<file path="src/rtl/dacfe_pkg.sv">
package dacfe_pkg;

    typedef enum logic [1:0] {
        CMD_NOP   = 2'b00,
        CMD_WRITE = 2'b01,
        CMD_POWER = 2'b10,
        CMD_RSVD  = 2'b11
    } cmd_e;

    typedef enum logic [1:0] {
        TERM_ACTIVE = 2'b00,
        TERM_HIZ    = 2'b01,
        TERM_WEAK   = 2'b10,
        TERM_STRONG = 2'b11
    } term_e;

    typedef struct packed {
        cmd_e  cmd;
        logic  guard;
        term_e mode;
    } hdr_t;

    // Frame length for a given code width: narrow codes use the short frame.
    function automatic int frame_bits(input int code_w);
        return (code_w <= 14) ? 16 : 24;
    endfunction

endpackage

</file>
<file path="src/rtl/dacfe_shift.sv">
module dacfe_shift #(
    parameter int FRAME_W = 24
) (
    input  logic               clk,
    input  logic               rst,
    input  logic               clr_n,
    input  logic               cs_n,
    input  logic               sclk,
    input  logic               sdi,
    output logic               frame_vld,
    output logic [FRAME_W-1:0] frame_word
);
    localparam int CNT_W = $clog2(FRAME_W);
    localparam logic [CNT_W-1:0] LAST = CNT_W'(FRAME_W - 1);

    logic               sclk_q;
    logic               cs_q;
    logic               armed;
    logic [CNT_W-1:0]   cnt;
    logic [FRAME_W-2:0] shreg;
    logic               sclk_fall;
    logic               cs_fall;

    // Edge trackers for the serial lines, in the system clock domain.
    always_ff @(posedge clk) begin
        if (rst) begin
            sclk_q <= 1'b0;
            cs_q   <= 1'b1;
        end else begin
            sclk_q <= sclk;
            cs_q   <= cs_n;
        end
    end

    assign sclk_fall = sclk_q && !sclk;
    assign cs_fall   = cs_q && !cs_n;

    always_ff @(posedge clk or negedge clr_n) begin
        if (!clr_n) begin
            armed <= 1'b0;
            cnt   <= '0;
            shreg <= '0;
        end else if (rst) begin
            armed <= 1'b0;
            cnt   <= '0;
            shreg <= '0;
        end else if (cs_n) begin
            armed <= 1'b0;
            cnt   <= '0;
        end else if (cs_fall) begin
            armed <= 1'b1;
            cnt   <= '0;
        end else if (sclk_fall && armed) begin
            shreg <= {shreg[FRAME_W-3:0], sdi};
            if (cnt == LAST) begin
                armed <= 1'b0;
                cnt   <= '0;
            end else begin
                cnt <= cnt + 1'b1;
            end
        end
    end

    assign frame_vld  = !cs_n && armed && sclk_fall && (cnt == LAST);
    assign frame_word = {shreg, sdi};


    idle_cnt_chk: assert property (@(posedge clk) disable iff (rst || !clr_n)
        cs_n |=> (cnt == '0 && !armed));


    cnt_range_chk: assert property (@(posedge clk) disable iff (rst)
        cnt <= LAST);

endmodule

</file>
<file path="src/rtl/dacfe_decode.sv">
module dacfe_decode
    import dacfe_pkg::*;
#(
    parameter int FRAME_W = 24,
    parameter int CODE_W  = 16
) (
    input  logic [FRAME_W-1:0] frame_word,
    output hdr_t               hdr,
    output logic [CODE_W-1:0]  code
);
    localparam int TOP = FRAME_W - 1;

    always_comb begin
        hdr.cmd   = cmd_e'(frame_word[TOP -: 2]);
        hdr.guard = frame_word[TOP-2];
        hdr.mode  = term_e'(frame_word[TOP-3 -: 2]);
    end

    assign code = frame_word[TOP-2 -: CODE_W];

    generate
        if (FRAME_W > CODE_W + 2) begin : g_pad
            logic unused_pad;
            assign unused_pad = ^frame_word[FRAME_W-CODE_W-3:0];
        end
    endgenerate

endmodule

</file>
<file path="src/rtl/dacfe_regs.sv">
module dacfe_regs
    import dacfe_pkg::*;
#(
    parameter int CODE_W = 16
) (
    input  logic              clk,
    input  logic              rst,
    input  logic              clr_n,
    input  logic              frame_vld,
    input  hdr_t              hdr,
    input  logic [CODE_W-1:0] code,
    output logic [CODE_W-1:0] dac_code,
    output logic              pwr_down,
    output logic [1:0]        term_mode
);
    logic [CODE_W-1:0] in_reg;
    logic [CODE_W-1:0] dac_reg;
    term_e             term_q;
    logic              pd_q;
    logic              do_write;
    logic              do_power;

    assign do_write = frame_vld && (hdr.cmd == CMD_WRITE);
    assign do_power = frame_vld && (hdr.cmd == CMD_POWER) && !hdr.guard;

    always_ff @(posedge clk or negedge clr_n) begin
        if (!clr_n) begin
            in_reg  <= '0;
            dac_reg <= '0;
        end else if (rst) begin
            in_reg  <= '0;
            dac_reg <= '0;
        end else if (do_write) begin
            in_reg  <= code;
            dac_reg <= code;
        end else if (do_power && hdr.mode == TERM_ACTIVE) begin
            dac_reg <= in_reg;
        end
    end

    always_ff @(posedge clk) begin
        if (rst) begin
            pd_q   <= 1'b0;
            term_q <= TERM_ACTIVE;
        end else if (do_write) begin
            pd_q   <= 1'b0;
            term_q <= TERM_ACTIVE;
        end else if (do_power) begin
            pd_q   <= (hdr.mode != TERM_ACTIVE);
            term_q <= hdr.mode;
        end
    end

    assign dac_code  = dac_reg;
    assign pwr_down  = pd_q;
    assign term_mode = term_q;


    code_hold_chk: assert property (@(posedge clk) disable iff (rst)
        (dac_code != $past(dac_code)) |->
            ($past(frame_vld) || !clr_n || !$past(clr_n) || $past(rst)));


    wr_wake_chk: assert property (@(posedge clk) disable iff (rst || !clr_n)
        (frame_vld && hdr.cmd == CMD_WRITE) |=>
            (!pwr_down && term_mode == 2'b00 && dac_code == $past(code)));


    rsvd_ign_chk: assert property (@(posedge clk) disable iff (rst || !clr_n)
        (frame_vld && hdr.cmd == CMD_RSVD) |=>
            ($stable(dac_code) && $stable(pwr_down) && $stable(term_mode)));


    term_pd_chk: assert property (@(posedge clk) disable iff (rst)
        pwr_down == (term_mode != 2'b00));

endmodule

</file>
<file path="src/rtl/dacfe_core.sv">
module dacfe_core
    import dacfe_pkg::*;
#(
    parameter int CODE_W = 16
) (
    input  logic              clk,
    input  logic              rst,
    input  logic              clr_n,
    input  logic              cs_n,
    input  logic              sclk,
    input  logic              sdi,
    output logic [CODE_W-1:0] dac_code,
    output logic              pwr_down,
    output logic [1:0]        term_mode
);
    localparam int FRAME_W = frame_bits(CODE_W);

    logic               frame_vld;
    logic [FRAME_W-1:0] frame_word;
    hdr_t               hdr;
    logic [CODE_W-1:0]  code;

    dacfe_shift #(.FRAME_W(FRAME_W)) u_shift (
        .clk        (clk),
        .rst        (rst),
        .clr_n      (clr_n),
        .cs_n       (cs_n),
        .sclk       (sclk),
        .sdi        (sdi),
        .frame_vld  (frame_vld),
        .frame_word (frame_word)
    );

    dacfe_decode #(.FRAME_W(FRAME_W), .CODE_W(CODE_W)) u_decode (
        .frame_word (frame_word),
        .hdr        (hdr),
        .code       (code)
    );

    dacfe_regs #(.CODE_W(CODE_W)) u_regs (
        .clk       (clk),
        .rst       (rst),
        .clr_n     (clr_n),
        .frame_vld (frame_vld),
        .hdr       (hdr),
        .code      (code),
        .dac_code  (dac_code),
        .pwr_down  (pwr_down),
        .term_mode (term_mode)
    );

endmodule

</file>
<file path="config.mk">
export PLATFORM = sky130hd
export DESIGN_NAME = dacfe_core
export DESIGN_NICKNAME = d
export VERILOG_FILES = /design/src/rtl/dacfe_pkg.sv /design/src/rtl/dacfe_shift.sv /design/src/rtl/dacfe_decode.sv /design/src/rtl/dacfe_regs.sv /design/src/rtl/dacfe_core.sv
export SDC_FILE = /design/constraint.sdc
export NUM_CORES = 1
export LEC_CHECK = 0
export BUFFER_PORTS_ARGS = -buffer_cell sky130_fd_sc_hd__buf_4
export CELL_PAD_IN_SITES_DETAIL_PLACEMENT = 0
export CELL_PAD_IN_SITES_GLOBAL_PLACEMENT = 1
export CORE_UTILIZATION = 41
export DETAILED_ROUTE_END_ITERATION = 16
export PLACE_DENSITY_LB_ADDON = 0.1
export SYNTH_ARGS = -nofsm -noshare
export SYNTH_HDL_FRONTEND = slang
export SYNTH_SLANG_ARGS = --single-unit
</file>
<file path="constraint.sdc">
create_clock -name clk -period 1.9 [get_ports clk]
set_input_delay 0.19 -clock clk [delete_from_list [all_inputs] [get_ports clk]]
set_output_delay 0.19 -clock clk [all_outputs]
set_load 0.05 [all_outputs]
</file>
Word-level counts from Yosys, hierarchy flattened
Cells that the tools add are included.
{"block": "word_totals", "register_bits": 66, "in_bits": 6, "out_inout_bits": 19, "word_cells": 57}
{"block": "op_classes", "n_addsub": 1, "eq_ne": 5, "mux": 19, "n_reduce_logical": 23}
{"op": "two-way mux 23 bit", "n": 4}
{"op": "two-way mux 16 bit", "n": 5}
{"op": "two-way mux 5 bit", "n": 5}
{"op": "logical AND 1 bit", "n": 10}
{"op": "nonzero test 4 bit", "n": 2}
{"op": "nonzero test 2 bit", "n": 3}
{"op": "adder 5 x 1 -> 5 bit, second input constant", "n": 1}
{"op": "== test 5 bit, second input constant", "n": 1}
{"op": "two-way mux 1 bit", "n": 5}
{"op": "!= test 2 bit, second input constant", "n": 2}
{"op": "zero test 1 bit", "n": 3}
{"op": "AND reduction 3 bit", "n": 1}
{"op": "nonzero test 3 bit", "n": 1}
{"op": "== test 2 x 1 -> 1 bit, second input constant", "n": 1}
{"op": "== test 2 bit, second input constant", "n": 1}
{"op": "zero test 2 bit", "n": 1}
{"op": "AND reduction 2 bit", "n": 1}
{"op": "OR reduction 2 bit", "n": 1}

Longest topological paths before layout
Gate-level depths: netlist of the first run.
{"block": "depth", "word_depth": 10, "depth_mapped": 7, "ltp_nobuf": 5}

By module
Synthesis of the first run repeated with hierarchy kept, for this count alone.
{"block": "unflattened", "hier_cells": 258, "hier_area_um2": 3120.5}
{"mod": "dacfe_regs", "instances": 1, "cells_per_inst": 126, "area_per_inst_um2": 1576.5, "seq_area_each_um2": 860.8}
{"mod": "dacfe_shift", "instances": 1, "cells_per_inst": 111, "area_per_inst_um2": 1386.3, "seq_area_each_um2": 765.7}
{"mod": "dacfe_decode", "instances": 1, "cells_per_inst": 21, "area_per_inst_um2": 157.7, "seq_area_each_um2": 0.0}

Worst setup path before layout of the first run
No wires, ideal clock.
{"block": "synth_timing", "kind": "reg2reg", "from": "reg u_shift.cnt[0]", "to": "reg u_regs.in_reg[10]", "setup_time_ns": 0.136, "arrival_ns": 1.744, "t_required_ns": 1.764, "path_slack_ns": 0.019, "path_stages_with_launch": 8, "n_path_buf": 2, "period_less_slack_ns": 1.881, "cell_sequence": "dfrtp_1 -> ha_1 -> nand4b_4 -> or4_4 -> buf_4 -> buf_2 -> nand2_1 -> a21oi_1"}
{"block": "synth_between", "elab_chain_cells": 4}
{"item": "start, declared", "line_no": "dacfe_shift.sv:19", "rtl": "logic [CNT_W-1:0] cnt;"}
{"item": "start signal, assigned", "line_no": "dacfe_shift.sv:59", "rtl": "cnt <= cnt + 1'b1;"}
{"item": "== test 5 bit", "line_no": "dacfe_shift.sv:64", "rtl": "assign frame_vld = !cs_n && armed && sclk_fall && (cnt == LAST);"}
{"item": "logical AND 1 bit", "line_no": "dacfe_shift.sv:64"}
{"item": "logical AND 1 bit", "line_no": "dacfe_regs.sv:23", "rtl": "assign do_write = frame_vld && (hdr.cmd == CMD_WRITE);"}
{"item": "nonzero test 2 bit (no line)"}
{"item": "end signal, assigned", "line_no": "dacfe_regs.sv:34", "rtl": "in_reg <= code;"}
{"item": "end, declared", "line_no": "dacfe_regs.sv:16", "rtl": "logic [CODE_W-1:0] in_reg;"}
No other way between the ends.
A chain may end at the register's enable or synchronous reset.

Final worst setup path of the first run
{"block": "layout_timing", "from": "reg u_shift.cnt[0]", "to": "reg u_regs.dac_reg[4], in the netlist u_regs.dac_code[4]"}
{"block": "layout_between", "elab_chain_cells": 6, "elab_cells_between_ends": 9, "classes_between": "eq/ne (1); mux (2); reduce/logical (6)"}
{"item": "== test 5 bit (*)", "line_no": "dacfe_shift.sv:64"}
{"item": "logical AND 1 bit (*)", "line_no": "dacfe_shift.sv:64"}
{"item": "logical AND 1 bit (2 in series)", "line_no": "dacfe_regs.sv:24", "rtl": "assign do_power = frame_vld && (hdr.cmd == CMD_POWER) && !hdr.guard;"}
{"item": "logical AND 1 bit", "line_no": "dacfe_regs.sv:36", "rtl": "end else if (do_power && hdr.mode == TERM_ACTIVE) begin"}
{"item": "nonzero test 3 bit (no line)"}
{"item": "end signal, assigned", "line_no": "dacfe_regs.sv:35", "rtl": "dac_reg <= code;"}
{"item": "end signal, assigned", "line_no": "dacfe_regs.sv:37", "rtl": "dac_reg <= in_reg;"}
{"item": "end, declared", "line_no": "dacfe_regs.sv:17", "rtl": "logic [CODE_W-1:0] dac_reg;"}
Mark *: on every way between the ends. The rest lies on a longest branch, timed or not.

==> flow_metrics.tcl, run 1 <==
set metrics [dict create \
    min-delay-start "sclk" \
    drv_slew 0 \
    largest_register_ffs 23 \
    cts_buffers 9 \
    cap_violations 0 \
    portBuffers 24 \
    hold_depth 2 \
    grt_pass1_vias 2297 \
    crit_path_start_kind "register" \
    die-area_mm2 0.00773 \
    post-route-period-util_pct 98.8 \
    critPathKind "register to register" \
    r2r_slack_ns 0.02 \
    seq_area_frac_synth_pct 53.7 \
    antenna_found_initial 0 \
    avgSynthCellArea_um2 9.46 \
    grt_max_degree 62 \
    die_y_um 87.9 \
    std_cell_rows 30 \
    synth_top_area_share_pct 50.4 \
    viasPerCell 5.48 \
    yosysTopAreaCell "dfrtp_1" \
    hold_viol 0 \
    hpwl_um 4430 \
    synthArstFlopShare_pct 92.4 \
    timing.hold.ws_ns 0.0989 \
    grt_setup_unrepaired "yes" \
    area_growth_pct 21.8 \
    clock-root-buffer "clkbuf_8" \
    cts_max_level 3 \
    min_path_type "primary input to register" \
    max_slew_margin_pct 47.6 \
    required_ns 2.14 \
    fin_skew_ns 0.00837 \
    run_status "finished clean" \
    fin_crit_ns 1.88 \
    cp.arrival_ns 2.11 \
    cts_tree "yes" \
    ys_seq_elements 66 \
    holdPathEnd "u_shift.sclk_q" \
    synthCells 320 \
    finalWeightedCongestion 0.786 \
    netlist_area_mm2 0.00303 \
    rr_worst_depth 5 \
    drc 0 \
    clock_path_buffers 2 \
    start_util_pct 43.6 \
    synth_nets 327 \
    critPathMaxFanout 30 \
    tns_ns 0 \
    grt_usage_pct 20.6 \
    ir_drop_v 0.000359 \
    fp.coreArea_mm2 0.00694 \
    finalSetupViolCount 0 \
    layout.nets 358 \
    worstMarginPinSlew_ns 0.786 \
    clk-insertion-delay-late_ns 0.33 \
    setup.worst_path.end_class "register" \
    path_clk_slew_ns 0.07 \
    p_leak_nw 1.58 \
    cts_sinks 66 \
    dieWidth_um 87.9 \
    fmax_mhz 533 \
    diodes 0 \
    dr.first_iter.drc_count 128 \
    wl_um 7300 \
    ios 25 \
    vias 2478 \
    r2r_start "u_shift.cnt[0]" \
    drive_gt1_share_pct 22.8 \
    grt_overflow 0 \
    synth_edf_count 0 \
    ys.flop_type "dfrtp_1" \
    grt_first_pass_wirelength_um 12000 \
    yosysWarningCount 0 \
    synthDistinctLibCells 34 \
    antenna_left 0 \
    p_per_area_mw_per_mm2 724 \
    synth_area_leaders "dfrtp_1 (50%), nand2_1 (11%), a21oi_1 (7.1%)" \
    r2r_end "u_regs.dac_code[4]" \
    dr.pass1.iters 4 \
    wl_per_cell_um 16.2 \
]
## through the flow
step / instances / setup slack (ns) / area, µm² / total power [mW] / util [%]
after floorplan: 320 / 0.0195 / 3030 / 1.46 / -
after global placement: 430 / 0.0844 / 3360 / 1.51 / 48.3
after detailed placement: 430 / 0.0621 / 3360 / 1.51 / 48.3
after CTS: 447 / 0.0508 / 3560 / 2.70 / 51.3
after global routing: 452 / -0.0544 / 3690 / 2.77 / 53.1
final: 452 / 0.0228 / 3690 / 2.67 / 53.1
## routing by layer
| layer | track usage, % | routed length [µm] | vias to the layer above |
|---|---|---|---|
| met5 | 0 | 0 | - |
| met4 | 7.60 | 53 | 0 |
| met3 | 3.20 | 334 | 6 |
| met2 | 28.1 | 3240 | 69 |
| met1 | 32.5 | 3670 | 1208 |
| li1 | - | - | 1195 |
## synth_stat cells (2+ instances only)
cell type,number
nand2_1,85
or3_1,3
a311oi_2,4
a21oi_1,43
clkbuf_1,18
nor2b_1,2
o41ai_1,16
nor2_1,21
nor3_1,2
mux2i_1,3
a311oi_1,12
buf_6,4
dfrtp_1,61
dfxtp_1,5
nand3_1,17
buf_2,5
or2_2,2
## power by group
group,total [mW],switching (mW),internal [mW],leakage (nW)
Sequential,1.41,0.00301,1.41,0.893
Clock,1.19,0.514,0.679,0.101
Combinational,0.0688,0.0551,0.0138,0.588
Total,2.67,0.572,2.10,1.58
## kinds of logic (layout without fill, tap and decap cells)
group	after synthesis	after routing	share of synthesized area, %
xor+xnor	1	1	0.289
mux	3	3	0.992
compound gates	76	76	17.5
fa+ha+maj	1	1	0.413
simple gates	145	145	22.3
flops	66	66	53.7
buf+inv	28	64	4.79
## how the worst max path moves through the flow
stage | depth (start not counted) | from | end | slack (ns)
global route | 5 | u_shift.cnt[0] | u_regs.dac_code[15] | -0.05
detailed placement | 6 | u_shift.cnt[1] | u_regs.dac_code[11] | 0.06
floorplan | 7 | u_shift.cnt[0] | u_regs.in_reg[10] | 0.02
global placement | 5 | u_shift.shreg[21] | u_regs.dac_code[8] | 0.08
CTS | 5 | u_shift.shreg[21] | u_regs.dac_code[11] | 0.05
finish | 5 | u_shift.cnt[0] | u_regs.dac_code[4] | 0.02
## area by class of cell
cell class	instances	area [µm²]
fillers	654	3260
flip-flops and latches	66	1630
multi-input cells	226	1320
repair buffers	48	424
clock buffers	14	163
well taps	96	120
clock inverters	2	35.0
## worst max-delay path, cell delays in order, from the launching register on
cell and delay [ns]:
dfrtp_1 0.40, ha_4 0.16, nand4b_4 0.12, or4_4 0.62, buf_12 0.20, a311oi_2 0.27
## cell usage in the layout, fill, tap and decap left out, types with 2 or more instances in the layout
master	netlist	routed
a21oi_1	43	43
a311oi_1	12	8
a311oi_2	4	8
buf_12	0	4
buf_4	1	40
buf_6	4	3
clkbuf_1	18	3
clkbuf_8	0	11
dfrtp_1	61	61
dfxtp_1	5	5
mux2i_1	3	3
nand2_1	85	85
nand3_1	17	14
nand3_2	0	3
nor2_1	21	21
nor2b_1	2	2
nor3_1	2	2
o41ai_1	16	15
or2_2	2	2
or3_1	3	3
## what timing repair did
item                                   CTS  global route
endpoints found under the hold margin   61             0
gates resized for setup                  0            19
hold buffers                             1             0
buffers inserted                         0             4
setup endpoints to repair                0            15
Power figures use the tool's default switching activity.
==> run 2: changes to the inputs <==
--- a/config.mk
+++ b/config.mk
@@ -10,7 +10,7 @@
 export CELL_PAD_IN_SITES_GLOBAL_PLACEMENT = 1
 export CORE_UTILIZATION = 41
 export DETAILED_ROUTE_END_ITERATION = 16
-export PLACE_DENSITY_LB_ADDON = 0.1
+export PLACE_DENSITY = 0.84
 export SYNTH_ARGS = -nofsm -noshare
 export SYNTH_HDL_FRONTEND = slang
 export SYNTH_SLANG_ARGS = --single-unit
==> run 2 against run 1 <==
Effect of this change:
- clock-buffer cell count stayed put
- clock skew hardly changed
- first-iteration DRC count is 30% higher
- final cell count is 0.88% lower
==> flow_metrics.tcl, run 2 (synthesized netlist as in run 1, its figures left out) <==
set metrics [dict create \
    num-fill-cells 642 \
    portBuffers 24 \
    cp_slowest_stage_delay_ns 0.42 \
    post-route-period-util_pct 97.5 \
    cts_tree "yes" \
    antenna_left 0 \
    grt_setup_unrepaired "yes" \
    cap_violations 0 \
    setup.worst_path.end_class "register" \
    hpwl_um 3970 \
    finalWeightedCongestion 0.770 \
    cp.arrival_ns 2.11 \
    std_cell_rows 30 \
    path_clk_slew_ns 0.07 \
    required_ns 2.15 \
    clk-insertion-delay-late_ns 0.34 \
    wl_per_cell_um 15.4 \
    p_int_mw 2.10 \
    fmax_mhz 540 \
    start_util_pct 43.6 \
    wl_um 6900 \
    crit_slowest_cell "dfrtp_1" \
    cts_buffers 9 \
    place_inst 425 \
    finalSetupViolCount 0 \
    grt_pass1_vias 2326 \
    dr.pass1.iters 4 \
    dr_wl_met2_um 3210 \
    finalPower_mw 2.67 \
    top_layer_used "met4" \
    r2r_end "u_regs.dac_code[8]" \
    largest_register_ffs 23 \
    grt_first_pass_wirelength_um 11100 \
    cts_sinks 66 \
    cp_num_buf_inv 3 \
    min-delay-start "sdi" \
    wl_met1_um 3260 \
    clock_path_buffers 2 \
    place_worst_setup_slack_ns 0.0528 \
    area_growth_pct 20.7 \
    seq_power_share_pct 52.7 \
    min_path_type "primary input to register" \
    antenna_found_initial 0 \
    drc 0 \
    cp_top_family "buffers and inverters" \
    dr.first_iter.drc_count 167 \
    met3WireLength_um 302 \
    critPathMaxFanout 7 \
    fin_crit_ns 1.85 \
    ir_drop_v 0.000286 \
    crit_path_start_kind "register" \
    die-area_mm2 0.00773 \
    hold_viol 0 \
    dieWidth_um 87.9 \
    final_cell_mix "nand2_1 (85), dfrtp_1 (61), a21oi_1 (43)" \
    clock-root-buffer "clkbuf_8" \
    die_y_um 87.9 \
    worstMarginPinSlew_ns 0.774 \
    fin_skew_ns 0.00879 \
    p_sw_mw 0.575 \
    max_slew_margin_pct 48.4 \
    hold_depth 3 \
    viasPerCell 5.40 \
    p_leak_nw 1.56 \
    pwr-share-clk_pct 44.7 \
    fin_ws_ns 0.0479 \
    critPathKind "register to register" \
    vias 2418 \
    p_per_area_mw_per_mm2 731 \
    final_common_cell "nand2_1" \
    crit_chain "ha_4 > nand4b_4 > buf_12 > nor4_4 > buf_4 > buf_6 > nand3_1 > a311oi_2" \
    layout.nets 354 \
    drv_slew 0 \
    grt_usage_pct 19.0 \
    swShare_pct 21.5 \
    grt_overflow 0 \
    power_frac_comb_pct 2.6 \
    r2r_slack_ns 0.05 \
    ios 25 \
    r2r_start "u_shift.cnt[0]" \
    postLayoutCoreUtil_pct 52.6 \
    diodes 0 \
    rr_worst_depth 8 \
    grt_max_degree 62 \
    drive_gt1_share_pct 21.3 \
    run_status "finished clean" \
    cts_max_level 3 \
    instances_no_fill 448 \
    fp.coreArea_mm2 0.00694 \
    holdPathEnd "u_shift.shreg[0]" \
]
[run 2: cell count changes in the layout (fill, tap and decap cells not counted), sizes merged]
| cell | delta |
|---|---|
| clkbuf | +1 |
| buf | -5 |
[run 2: metal layers]
layer / global-route usage, % / vias to the layer above
met3: 3.11 / 9
met5: 0 / -
met1: 26.3 / 1172
li1: - / 1182
met4: 9.39 / 0
met2: 28.9 / 55
[run 2: power by group through the flow]
stage,Combinational (mW),Sequential [mW],Clock (mW)
floorplan,0.0267,1.44,0
global placement,0.0679,1.44,0
detailed placement,0.0681,1.44,0
CTS,0.0699,1.41,1.21
global route,0.0771,1.41,1.27
finish,0.0689,1.41,1.20
[run 2: timing repair]
item	in CTS	in global routing
hold buffers	1	0
buffers inserted	0	4
hold endpoints to repair	61	0
gates resized for setup	0	12
endpoints found under the setup margin	0	17
[run 2: cell type report]
cell class / instances / area (µm²) / area share [%]
clock buffer: 14 / 163 / 4.45
multi-input combinational: 226 / 1310 / 35.8
sequential: 66 / 1630 / 44.5
timing repair buffer: 44 / 404 / 11.1
clock inverter: 2 / 35.0 / 0.958
tap: 96 / 120 / 3.29
[run 2: worst min-delay path, cell delays in order]
cell and delay (ns):
buf_4 0.10, nand2_1 0.05, a21oi_1 0.05
[run 2: how the worst max path moves through the flow]
stage	from	end	slack, ns	cells after the start
CTS	u_shift.cnt[0]	u_regs.dac_code[9]	0.02	7
global route	u_shift.cnt[0]	u_regs.dac_code[12]	-0.05	8
floorplan	u_shift.cnt[0]	u_regs.in_reg[10]	0.02	7
detailed placement	u_shift.cnt[0]	u_regs.dac_code[9]	0.05	7
global placement	u_shift.shreg[21]	u_regs.dac_code[8]	0.10	4
finish	u_shift.cnt[0]	u_regs.dac_code[8]	0.05	8
[run 2: stage by stage]
step | TNS, ns | instance area (µm²) | hold slack (ns)
2_1_floorplan | 0 | 3030 | -0.106
3_3_place_gp | 0 | 3320 | 0.319
3_5_place_dp | 0 | 3320 | 0.323
4_1_cts | 0 | 3530 | 0.0806
5_1_grt | -0.390 | 3660 | 0.0879
6_report | 0 | 3660 | 0.0883
==> run 3: changes to the inputs <==
--- a/config.mk
+++ b/config.mk
@@ -6,11 +6,13 @@
 export NUM_CORES = 1
 export LEC_CHECK = 0
 export BUFFER_PORTS_ARGS = -buffer_cell sky130_fd_sc_hd__buf_4
+export CAP_MARGIN = 40
 export CELL_PAD_IN_SITES_DETAIL_PLACEMENT = 0
 export CELL_PAD_IN_SITES_GLOBAL_PLACEMENT = 1
-export CORE_UTILIZATION = 41
+export CORE_MARGIN = 4
+export CORE_UTILIZATION = 45
 export DETAILED_ROUTE_END_ITERATION = 16
-export PLACE_DENSITY = 0.84
+export PLACE_DENSITY = 0.87
 export SYNTH_ARGS = -nofsm -noshare
 export SYNTH_HDL_FRONTEND = slang
 export SYNTH_SLANG_ARGS = --single-unit
==> constraint.sdc (replaced) <==
create_clock -name clk -period 2 [get_ports clk]
set_input_delay 0.2 -clock clk [delete_from_list [all_inputs] [get_ports clk]]
set_output_delay 0.2 -clock clk [all_outputs]
set_load 0.05 [all_outputs]
==> run 3 against run 2 <==
Effect of this change:
- clock-buffer cell count is the same
- maximum frequency shrank 4.9%
- global-route usage shrank 1.6 points
- clock skew grew 0.0026 ns
- hold slack gained 0.0070 ns
- sequential share of layout area grew 1.2 points
- setup slack gained 0.0044 ns
- total power shrank 4.0%
- largest cell class unchanged
- highest routed layer unchanged
==> flow_metrics.tcl, run 3 (synthesized netlist as in run 1, its figures left out) <==
set metrics [dict create \
    clock_path_buffers 2 \
    worstMarginPinSlew_ns 0.767 \
    ios 25 \
    num-fill-cells 573 \
    antenna_left 0 \
    grt_pass1_vias 2273 \
    fin_crit_ns 1.95 \
    largest_register_ffs 23 \
    cts_max_level 3 \
    die_y_um 90.0 \
    area_growth_pct 17.6 \
    finalWeightedCongestion 0.751 \
    drv_slew 0 \
    fp.coreArea_mm2 0.00646 \
    clk-insertion-delay-late_ns 0.34 \
    dieWidth_um 90.0 \
    hold_viol 0 \
    critPathKind "register to register" \
    max_slew_margin_pct 48.9 \
    grt_usage_pct 17.4 \
    run_status "finished clean" \
    place_area_mm2 0.00325 \
    layout.nets 350 \
    std_cell_rows 29 \
    diodes 0 \
    ir_drop_v 0.000305 \
    post-route-period-util_pct 97.4 \
    portBuffers 24 \
    finalPower_mw 2.57 \
    cap_violations 0 \
    fin_skew_ns 0.0114 \
    finalSetupViolCount 0 \
    final_common_cell "nand2_1" \
    cts_tree "yes" \
    hpwl_um 4050 \
    grt_first_pass_wirelength_um 11500 \
    dr.first_iter.drc_count 232 \
    drive_gt1_share_pct 19.5 \
    critPathMaxFanout 18 \
    setup.worst_path.end_class "register" \
    fmax_mhz 513 \
    dr.pass1.iters 4 \
    path_clk_slew_ns 0.07 \
    clock-root-buffer "clkbuf_8" \
    wl_um 7050 \
    p_leak_nw 1.53 \
    final_area_mm2 0.00356 \
    rr_worst_depth 8 \
    start_util_pct 46.9 \
    cts_buffers 9 \
    viasPerCell 5.62 \
    hold_depth 2 \
    drc 0 \
    required_ns 2.24 \
    cts_sinks 66 \
    min_path_type "primary input to register" \
    grt_overflow 0 \
    antenna_found_initial 0 \
    die-area_mm2 0.00811 \
    crit_path_start_kind "register" \
    cp.arrival_ns 2.19 \
    vias 2387 \
    p_per_area_mw_per_mm2 720 \
    grt_max_degree 62 \
    wl_per_cell_um 16.6 \
    final_cell_mix "nand2_1 (85), dfrtp_1 (60), a21oi_1 (43)" \
]
-- run 3: cell count changes in the layout (fill, tap and decap cells not counted), sizes merged --
cell and change:
buf -5, or4 +1
-- run 3: metrics by stage --
stage	TNS (ns)	utilization (%)	worst slack [ns]	instances	hold slack [ns]
floorplan	0	-	0.119	320	-0.0956
global placement	0	50.4	0.116	404	0.325
detailed placement	0	50.4	0.0350	404	0.326
CTS	0	53.8	0.0131	421	0.0842
global route	-0.333	55.2	-0.0531	425	0.0970
finish	0	55.2	0.0523	425	0.0953
-- run 3: worst paths after layout --
path                       slack, ns            start            endpoint
setup reg to reg                0.05   u_shift.cnt[0]  u_regs.dac_code[2]
hold / removal                   0.1             sclk      u_shift.sclk_q
min in group asynchronous       0.47            clr_n   u_shift.shreg[13]
hold reg to reg                 0.51  u_regs.pwr_down     u_regs.pwr_down
setup / recovery                0.05   u_shift.cnt[0]  u_regs.dac_code[2]
max in group asynchronous       0.98            clr_n      u_shift.cnt[0]
-- run 3: timing repair --
action | in CTS | in global routing
hold buffers | 1 | 0
hold endpoints to repair | 61 | 0
buffers inserted | 0 | 2
resized for setup | 0 | 9
setup endpoints to repair | 0 | 30
-- run 3: area by class of cell --
class / count / area, µm² / area share, %
sequential: 66 / 1630 / 45.7
multi-input combinational: 227 / 1290 / 36.3
tap: 77 / 96.3 / 2.70
clock inverter: 2 / 35.0 / 0.983
clock buffer: 14 / 173 / 4.85
timing repair buffer: 39 / 338 / 9.48
-- run 3: where the power goes --
part	switching, mW	leakage [nW]	internal, mW
combinational	0.0516	0.530	0.0130
clock	0.485	0.107	0.677
sequential	0.00264	0.891	1.34
-- run 3: metal layers --
metal  wire length, µm  part of all wire [%]  up-vias  global-route usage [%]
li1                  -                     -     1178                       -
met1              3360                    48     1141                    25.4
met2              3250                    46       56                    24.1
met3               320                   4.5       12                    4.51
met4               113                   1.6        0                    7.53
met5                 0                     0        -                       0
-- run 3: worst max-delay path: stages, from the launching register on --
cell,delay (ns)
dfrtp_2,0.41
ha_4,0.17
nand4b_4,0.15
buf_12,0.20
nor4_4,0.21
buf_4,0.19
clkbuf_16,0.16
nand3_1,0.08
a311oi_1,0.27
